### src/rtl/i2c_rx_master.sv
module i2c_rx_master #(
  parameter int DIV_W     = 8,
  parameter int DIV_RESET = 4
) (
  input  logic       clk,
  input  logic       rst_n,
  input  logic       wr_en,
  input  logic       rd_en,
  input  logic [1:0] addr,
  input  logic [7:0] wdata,
  output logic [7:0] rdata,
  output logic       irq,
  input  logic       scl_in,
  output logic       scl_oe,
  input  logic       sda_in,
  output logic       sda_oe
);

  typedef enum logic [2:0] {S_IDLE, S_START, S_TX, S_RX, S_ACK, S_STOP} st_t;

  st_t              st;
  logic [DIV_W-1:0] div, cnt;
  logic             hi;
  logic [3:0]       bitn;
  logic [7:0]       sh, rxb;
  logic             go_start, go_stop, rx_en, ack_go, ack_val;
  logic             full, ovf, wcol, ack_in, irq_q;
  logic             scl_low, sda_low;

  wire wr_data = wr_en && addr == 2'd0;
  wire wr_ctrl = wr_en && addr == 2'd1;
  wire wr_stat = wr_en && addr == 2'd2;
  wire wr_div  = wr_en && addr == 2'd3;
  wire rd_data = rd_en && addr == 2'd0;
  wire idle    = st == S_IDLE;
  wire stretch = !idle && !scl_low && !scl_in;
  wire tick    = !idle && cnt == '0;

  assign irq    = irq_q;
  assign scl_oe = scl_low;
  assign sda_oe = sda_low;

  always_comb begin
    case (addr)
      2'd0:    rdata = rxb;
      2'd1:    rdata = {3'b000, ack_val, ack_go, rx_en, go_stop, go_start};
      2'd2:    rdata = {2'b00, !idle, irq_q, ack_in, wcol, ovf, full};
      default: rdata = 8'(div);
    endcase
  end

  always_ff @(posedge clk or negedge rst_n)
    if (!rst_n)                     cnt <= DIV_W'(DIV_RESET);
    else if (idle || stretch || tick) cnt <= div;
    else                            cnt <= cnt - 1'b1;

  always_ff @(posedge clk or negedge rst_n) begin
    if (!rst_n) begin
      st <= S_IDLE; div <= DIV_W'(DIV_RESET); hi <= 1'b0; bitn <= '0;
      sh <= '0; rxb <= '0;
      go_start <= 1'b0; go_stop <= 1'b0; rx_en <= 1'b0; ack_go <= 1'b0; ack_val <= 1'b0;
      full <= 1'b0; ovf <= 1'b0; wcol <= 1'b0; ack_in <= 1'b0; irq_q <= 1'b0;
      scl_low <= 1'b0; sda_low <= 1'b0;
    end else begin
      if (wr_div) div <= DIV_W'(wdata);
      if (wr_stat) begin
        ovf <= wdata[1]; wcol <= wdata[2]; irq_q <= wdata[4];
      end
      if (rd_data) full <= 1'b0;
      if (wr_ctrl) begin
        ack_val <= wdata[4];
        if (idle) begin
          hi <= 1'b0; bitn <= '0;
          if (wdata[0]) begin
            go_start <= 1'b1; st <= S_START; sda_low <= 1'b1;
          end else if (wdata[1]) begin
            go_stop <= 1'b1; st <= S_STOP; sda_low <= 1'b1;
          end else if (wdata[2]) begin
            rx_en <= 1'b1; st <= S_RX; sda_low <= 1'b0;
          end else if (wdata[3]) begin
            ack_go <= 1'b1; st <= S_ACK; sda_low <= !wdata[4];
          end
        end
      end
      if (wr_data) begin
        if (idle) begin
          sh <= wdata; st <= S_TX; sda_low <= !wdata[7]; hi <= 1'b0; bitn <= '0;
        end else wcol <= 1'b1;
      end
      if (tick) begin
        if (!hi && st != S_START) begin
          scl_low <= 1'b0; hi <= 1'b1;
        end else begin
          hi <= 1'b0;
          case (st)
            S_START: begin
              scl_low <= 1'b1; go_start <= 1'b0; irq_q <= 1'b1; st <= S_IDLE;
            end
            S_TX: begin
              scl_low <= 1'b1;
              if (bitn == 4'd8) begin
                ack_in <= sda_in; irq_q <= 1'b1; st <= S_IDLE;
              end else begin
                bitn    <= bitn + 4'd1;
                sh      <= {sh[6:0], 1'b0};
                sda_low <= (bitn == 4'd7) ? 1'b0 : !sh[6];
              end
            end
            S_RX: begin
              scl_low <= 1'b1;
              sh      <= {sh[6:0], sda_in};
              if (bitn == 4'd7) begin
                rxb   <= {sh[6:0], sda_in};
                full  <= 1'b1;
                if (full && !rd_data) ovf <= 1'b1;
                rx_en <= 1'b0; irq_q <= 1'b1; st <= S_IDLE;
              end else bitn <= bitn + 4'd1;
            end
            S_ACK: begin
              scl_low <= 1'b1; sda_low <= 1'b0; ack_go <= 1'b0; irq_q <= 1'b1; st <= S_IDLE;
            end
            S_STOP: begin
              sda_low <= 1'b0; go_stop <= 1'b0; irq_q <= 1'b1; st <= S_IDLE;
            end
            default: st <= S_IDLE;
          endcase
        end
      end
    end
  end

  assert_one_request_R11: assert property (@(posedge clk) disable iff (!rst_n)
    $onehot0({go_start, go_stop, rx_en, ack_go}));

  assert_hold_after_byte_R6: assert property (@(posedge clk) disable iff (!rst_n)
    (st == S_IDLE && $past(st) == S_RX) |-> (scl_oe && full && !rx_en));

  assert_irq_sticky_R13: assert property (@(posedge clk) disable iff (!rst_n)
    (irq_q && !wr_stat) |=> irq_q);

  assert_read_clears_full_R7: assert property (@(posedge clk) disable iff (!rst_n)
    (rd_data && st != S_RX) |=> !full);

  assert_sda_stable_high_R3: assert property (@(posedge clk) disable iff (!rst_n)
    (st == S_TX && !scl_low && $past(st == S_TX && !scl_low)) |-> $stable(sda_low));

endmodule

### config.mk
export PLATFORM = sky130hd
export DESIGN_NAME = i2c_rx_master
export DESIGN_NICKNAME = d
export VERILOG_FILES = /design/src/rtl/i2c_rx_master.sv
export SDC_FILE = /design/constraint.sdc
export NUM_CORES = 1
export LEC_CHECK = 0
export BUFFER_PORTS_ARGS = -buffer_cell sky130_fd_sc_hd__buf_2
export CAP_MARGIN = 10
export CELL_PAD_IN_SITES_DETAIL_PLACEMENT = 1
export CELL_PAD_IN_SITES_GLOBAL_PLACEMENT = 2
export CORE_MARGIN = 2
export CORE_UTILIZATION = 43
export DETAILED_ROUTE_END_ITERATION = 10
export PLACE_DENSITY_LB_ADDON = 0.12
export SLEW_MARGIN = 20
export SYNTH_ARGS = -nofsm -noshare
export SYNTH_HDL_FRONTEND = slang
export SYNTH_SLANG_ARGS = --single-unit
### constraint.sdc
create_clock -name clk -period 6.3 [get_ports clk]
set_input_delay 1.575 -clock clk [delete_from_list [all_inputs] [get_ports clk]]
set_output_delay 1.575 -clock clk [all_outputs]
set_load 0.005 [all_outputs]
==> impl_metrics.yaml, run 1 <==
synthesis:
  synth_area_um2: 2766
  ys.flop_type: "dfrtp_1"
  synth_edf_count: 0
  async_flop_share: 1.000
  syn-instance-count: 232
  netlist-cell-type-count: 51
  synth_warnings: 0
  synth_area_per_cell_um2: 11.92
  ys_seq_area_frac: 0.4622
  ys_ff_latch: 51
  synth_nets: 251
sta:
  setup_tns_ns: 0
  finalSetupViolCount: 0
  final_hold_viol_count: 0
  fin_ws_ns: 2.174
  min_period_over_period: 0.6550
  slew_headroom: 0.4503
  tightest_slew_ns: 0.8135
  max_clock_freq_mhz: 242.4
  holdWs_ns: 0.5069
  rsz0062_at_grt: "no"
  layout_min_cycle_time_ns: 4.126
  clock_skew_ns: 0.004441
  drv_slew: 0
detailed_routing:
  wl_um: 6586
  drc_errors: 0
  drt_iter0_markers: 94
  first_pass_iters: 4
  ant_nets: 0
  wl_per_cell_um: 19.78
  vias: 1941
  via_per_inst: 5.829
clocking:
  cts.clk_slew.worst_paths_ns: 0.10
  clkLatencyLatePin_ns: 0.31
  cts_tree: "yes"
  cts_resized: 0
  clock_sinks: 51
  cts-buffers-inserted: 5
  ctsLongestPathBuffers: 2
  clock-root-buffer: "clkbuf_8"
  cts-htree-levels: 2
  cts.repair_timing.setup_buffer_count: 0
  hold_buffers: 0
cells_and_area:
  fin_util: 0.4826
  final.fill_count: 666
  final_nets: 274
  area.growth.synth_to_final_pct: 9.498
  final_common_cell: "dfrtp_1"
  drive_gt1_frac: 0.3594
  finalInstanceArea_um2: 3029
  fin_cells: 333
  final_cell_mix: "49 x dfrtp_1, 33 x mux2_2, 26 x buf_2"
  antenna_cells: 0
die:
  core_um2: 6277
  fp.dieArea_um2: 7091
  die_y_um: 84.21
  io_pins: 27
  fp.dieW_um: 84.21
  start_util: 0.4407
  rows: 29
critical_path:
  max_stage_delay_ns: 0.55
  slowest_stage: "mux4_2"
  worstSetupPathType: "in2out"
  start_kind: "input pin"
  crit_top_cell: "buf_2"
  arrival_ns: 2.55
  crit_family: "multiplexers"
  crit_path_max_fanout: 14
  critPathRequiredTime_ns: 4.72
  cp-end-kind: "primary output"
  crit_buf_inv: 2
  crit_chain: "buf_2 -> mux4_2 -> buf_2"
pwr:
  p_leak_nw: 1.350
  peakVddDrop_mv: 0.1458
  fin_total_pwr_uw: 926.6
  powerDensity_nw_per_um2: 305.9
grt:
  grt_usage: 0.2033
  antenna_found_initial: 0
  grt_pass1_wl_um: 11210
  grt_remaining_overflow: 0
  grt_max_degree: 52
  first_global_vias: 2058
place:
  dpl_cell_area_um2: 2927
  place_ws_ns: 2.174
  io_buffers: 26
  dp_cells: 325
  dp_hpwl_um: 5039
  finalWeightedCongestion: 0.7962
status:
  status: "finished clean"
run:
  cap_viol_max_count: 0
min_path:
  hold_class: "reg2reg"
[layer usage]
layer / GRT usage / routed length (um) / share of wire
met1: 0.2997 / 3246 / 0.49
met2: 0.3182 / 3102 / 0.47
met3: 0.03441 / 191 / 0.029
met4: 0.04252 / 45 / 0.0068
met5: 0 / 0 / 0
[cell families (layout without fill, tap and decap cells)]
group | after synthesis | count (layout) | share of synthesized area
buf+inv | 20 | 44 | 0.03890
compound gates | 41 | 41 | 0.1049
flops | 51 | 51 | 0.4622
fa+ha+maj | 3 | 3 | 0.01357
xor+xnor | 6 | 6 | 0.01900
simple gates | 62 | 62 | 0.1334
mux | 49 | 49 | 0.2280
[cell type report]
class | count | area [um2] | share of cell area
clock buffers | 5 | 68.82 | 0.02272
well taps | 77 | 96.34 | 0.03180
clock inverters | 3 | 33.78 | 0.01115
multi-input cells | 161 | 1380 | 0.4556
flip-flops and latches | 51 | 1279 | 0.4221
inverters | 9 | 33.78 | 0.01115
repair buffers | 27 | 137.6 | 0.04544
[Yosys cell counts (all sizes together) (6+ instances only)]
cell,count,area (um2)
nand3,6,30.03
dfrtp,49,1226
nor2,13,56.30
mux2,41,488.0
nand2,10,37.54
buf,8,62.56
inv,9,33.78
a21oi,8,40.04
[where the power goes]
| part | internal (mW) | total (mW) | switching [mW] | leakage [nW] |
|---|---|---|---|---|
| sequential | 0.396 | 0.477 | 0.0806 | 0.636 |
| clock | 0.0845 | 0.207 | 0.122 | 0.0519 |
| combinational | 0.125 | 0.243 | 0.118 | 0.662 |
| total | 0.605 | 0.927 | 0.321 | 1.35 |
[registers in the layout, summed over array words and instances, names as in the netlist, named ones only]
| register | flops |
|---|---|
| rx_en | 1 |
| scl_oe | 1 |
| ovf | 1 |
| full | 1 |
| ack_val | 1 |
| wcol | 1 |
| ack_go | 1 |
| bitn | 4 |
| sh | 7 |
| ack_in | 1 |
| go_start | 1 |
| div | 8 |
| irq | 1 |
| cnt | 8 |
| sda_oe | 1 |
| rxb | 8 |
| go_stop | 1 |
| st | 3 |
[worst register-to-register path, stage by stage, from the launching register on]
cell and delay [ns]:
dfrtp_1 0.40, inv_1 0.07, ha_1 0.18, nor3b_2 0.30
nand4_1 0.54, nor3_2 0.67, mux2_2 0.40
[final timing paths]
| path | start | slack, ns | to | depth (start not counted) |
|---|---|---|---|---|
| max in group asynchronous | rst_n | 4.49 | bitn[0] | 2 |
| min reg2reg | wcol | 0.51 | wcol | 1 |
| max reg2reg | cnt[0] | 3.65 | sh[6] | 6 |
| min | wcol | 0.51 | wcol | 1 |
| max | addr[0] | 2.17 | rdata[0] | 3 |
| min in group asynchronous | rst_n | 1.37 | st[2] | 2 |
No activity file was read; power rests on OpenSTA's default activity.
==> inputs of run 2 (changes only) <==
--- a/config.mk
+++ b/config.mk
@@ -10,7 +10,7 @@
 export CELL_PAD_IN_SITES_DETAIL_PLACEMENT = 1
 export CELL_PAD_IN_SITES_GLOBAL_PLACEMENT = 2
 export CORE_MARGIN = 2
-export CORE_UTILIZATION = 43
+export CORE_UTILIZATION = 36
 export DETAILED_ROUTE_END_ITERATION = 10
 export PLACE_DENSITY_LB_ADDON = 0.12
 export SLEW_MARGIN = 20
==> constraint.sdc (replaced) <==
create_clock -name clk -period 3.7 [get_ports clk]
set_input_delay 0.925 -clock clk [delete_from_list [all_inputs] [get_ports clk]]
set_output_delay 0.925 -clock clk [all_outputs]
set_load 0.005 [all_outputs]
==> impl_metrics.yaml, run 2 (synthesis gave the netlist of run 1 again) <==
status:
  status: "finished clean"
clocking:
  clock_sinks: 51
  cts.repair_timing.setup_buffer_count: 0
  cts-buffers-inserted: 5
  cts-htree-levels: 2
  cts_tree: "yes"
  clkLatencyLatePin_ns: 0.31
  cts.clk_slew.worst_paths_ns: 0.10
  cts_resized: 0
  clock-root-buffer: "clkbuf_8"
  ctsLongestPathBuffers: 2
  hold_buffers: 0
min_path:
  hold_depth: 1
  worstHoldEndpoint: "wcol"
  holdCritStartpoint: "wcol"
  hold_class: "reg2reg"
critical_path:
  cp-end-kind: "primary output"
  start_kind: "flop"
  critPathRequiredTime_ns: 2.77
  worstSetupPathType: "reg2out"
  reg2reg_depth: 6
  worstReg2RegEnd: "sh[4]"
  r2r_slack_ns: 1.14
  timing.rr.start: "cnt[0]"
  arrival_ns: 1.94
  crit_path_max_fanout: 14
cells_and_area:
  reg.largest.list: "cnt (8), div (8), rxb (8)"
  final_nets: 275
  antenna_cells: 0
  finalInstanceArea_um2: 3049
  final.fill_count: 820
  final_common_cell: "dfrtp_1"
  area.growth.synth_to_final_pct: 10.22
  final_cell_mix: "49 x dfrtp_1, 33 x mux2_2, 26 x buf_2"
  drive_gt1_frac: 0.3619
pwr:
  peakVddDrop_mv: 0.1784
  p_leak_nw: 1.350
  powerDensity_nw_per_um2: 512.2
place:
  finalWeightedCongestion: 0.7451
  dpl_cell_area_um2: 2962
  dp_hpwl_um: 5469
  io_buffers: 26
sta:
  min_period_over_period: 0.7754
  tightest_slew_ns: 0.7956
  final_hold_viol_count: 0
  setup_tns_ns: 0
  slew_headroom: 0.4696
  drv_slew: 0
  finalSetupViolCount: 0
  max_clock_freq_mhz: 348.5
  layout_min_cycle_time_ns: 2.869
  clock_skew_ns: 0.01265
  rsz0062_at_grt: "no"
detailed_routing:
  vias: 1973
  wl_per_cell_um: 19.75
  ant_nets: 0
  drc_errors: 0
  wl_um: 7031
  via_per_inst: 5.542
  drt_iter0_markers: 77
  first_pass_iters: 4
grt:
  grt_remaining_overflow: 0
  grt_max_degree: 36
  antenna_found_initial: 0
  first_global_vias: 2078
  grt_usage: 0.1837
  grt_pass1_wl_um: 11720
die:
  io_pins: 27
  rows: 31
  fp.dieArea_um2: 8402
  core_um2: 7331
  die_y_um: 91.66
  fp.dieW_um: 91.66
  start_util: 0.3774
run:
  cap_viol_max_count: 0
[run 2: cell types whose count changed in the layout (fill, tap and decap cells not counted)]
| cell | before | now |
|---|---|---|
| inv_6 | 2 | 1 |
| clkinv_8 | 1 | 0 |
| clkinv_2 | 0 | 2 |
| buf_4 | 1 | 2 |
[run 2: worst max path at each step]
stage	startpoint	end
final	st[0]	rdata[5]
after CTS	st[0]	rdata[5]
after detailed placement	addr[0]	rdata[3]
after global routing	st[0]	rdata[5]
after floorplan	addr[0]	rdata[1]
after global placement	addr[0]	rdata[4]
[run 2: per-stage QoR]
step | std cells | power, mW | util | worst slack (ns) | hold WS, ns
6_report | 356 | 1.562 | 0.4159 | 0.8310 | 0.5066
5_1_grt | 356 | 1.682 | 0.4159 | 0.7559 | 0.5495
4_1_cts | 356 | 1.585 | 0.4159 | 0.8087 | 0.5111
3_5_place_dp | 348 | 1.255 | 0.4040 | 0.8670 | 0.4902
3_3_place_gp | 348 | 1.237 | 0.4040 | 0.8980 | 0.4905
2_1_floorplan | 232 | 1.112 | - | 0.9409 | 0.4546
[run 2: report_power, final]
group | total [mW] | switching, mW | internal, mW
clock | 0.325 | 0.191 | 0.134
sequential | 0.814 | 0.140 | 0.674
combinational | 0.422 | 0.208 | 0.214
total | 1.56 | 0.539 | 1.02
[run 2: cell type report]
type                            count  area (um2)  area share
Timing Repair Buffer               28       145.1     0.04760
Clock inverter                      3       18.77    0.006155
Clock buffer                        5       68.82     0.02257
Sequential cell                    51        1279      0.4194
Multi-Input combinational cell    161        1380      0.4526
Inverter                            9       33.78     0.01108
Tap cell                           99       123.9     0.04062
[run 2: worst max-delay path, stage by stage, from the launching register on]
cell     delay [ns]
dfrtp_1        0.55
or3_4          0.51
mux2_2         0.28
a22o_1         0.17
buf_2          0.12
[run 2: metal layers]
layer | vias up | share of wire | global-route usage
met1 | 1016 | 0.47 | 0.2594
met2 | 28 | 0.49 | 0.2923
met5 | - | 0 | 0
met3 | 7 | 0.033 | 0.02547
li1 | 922 | - | -
met4 | 0 | 0.013 | 0.05808
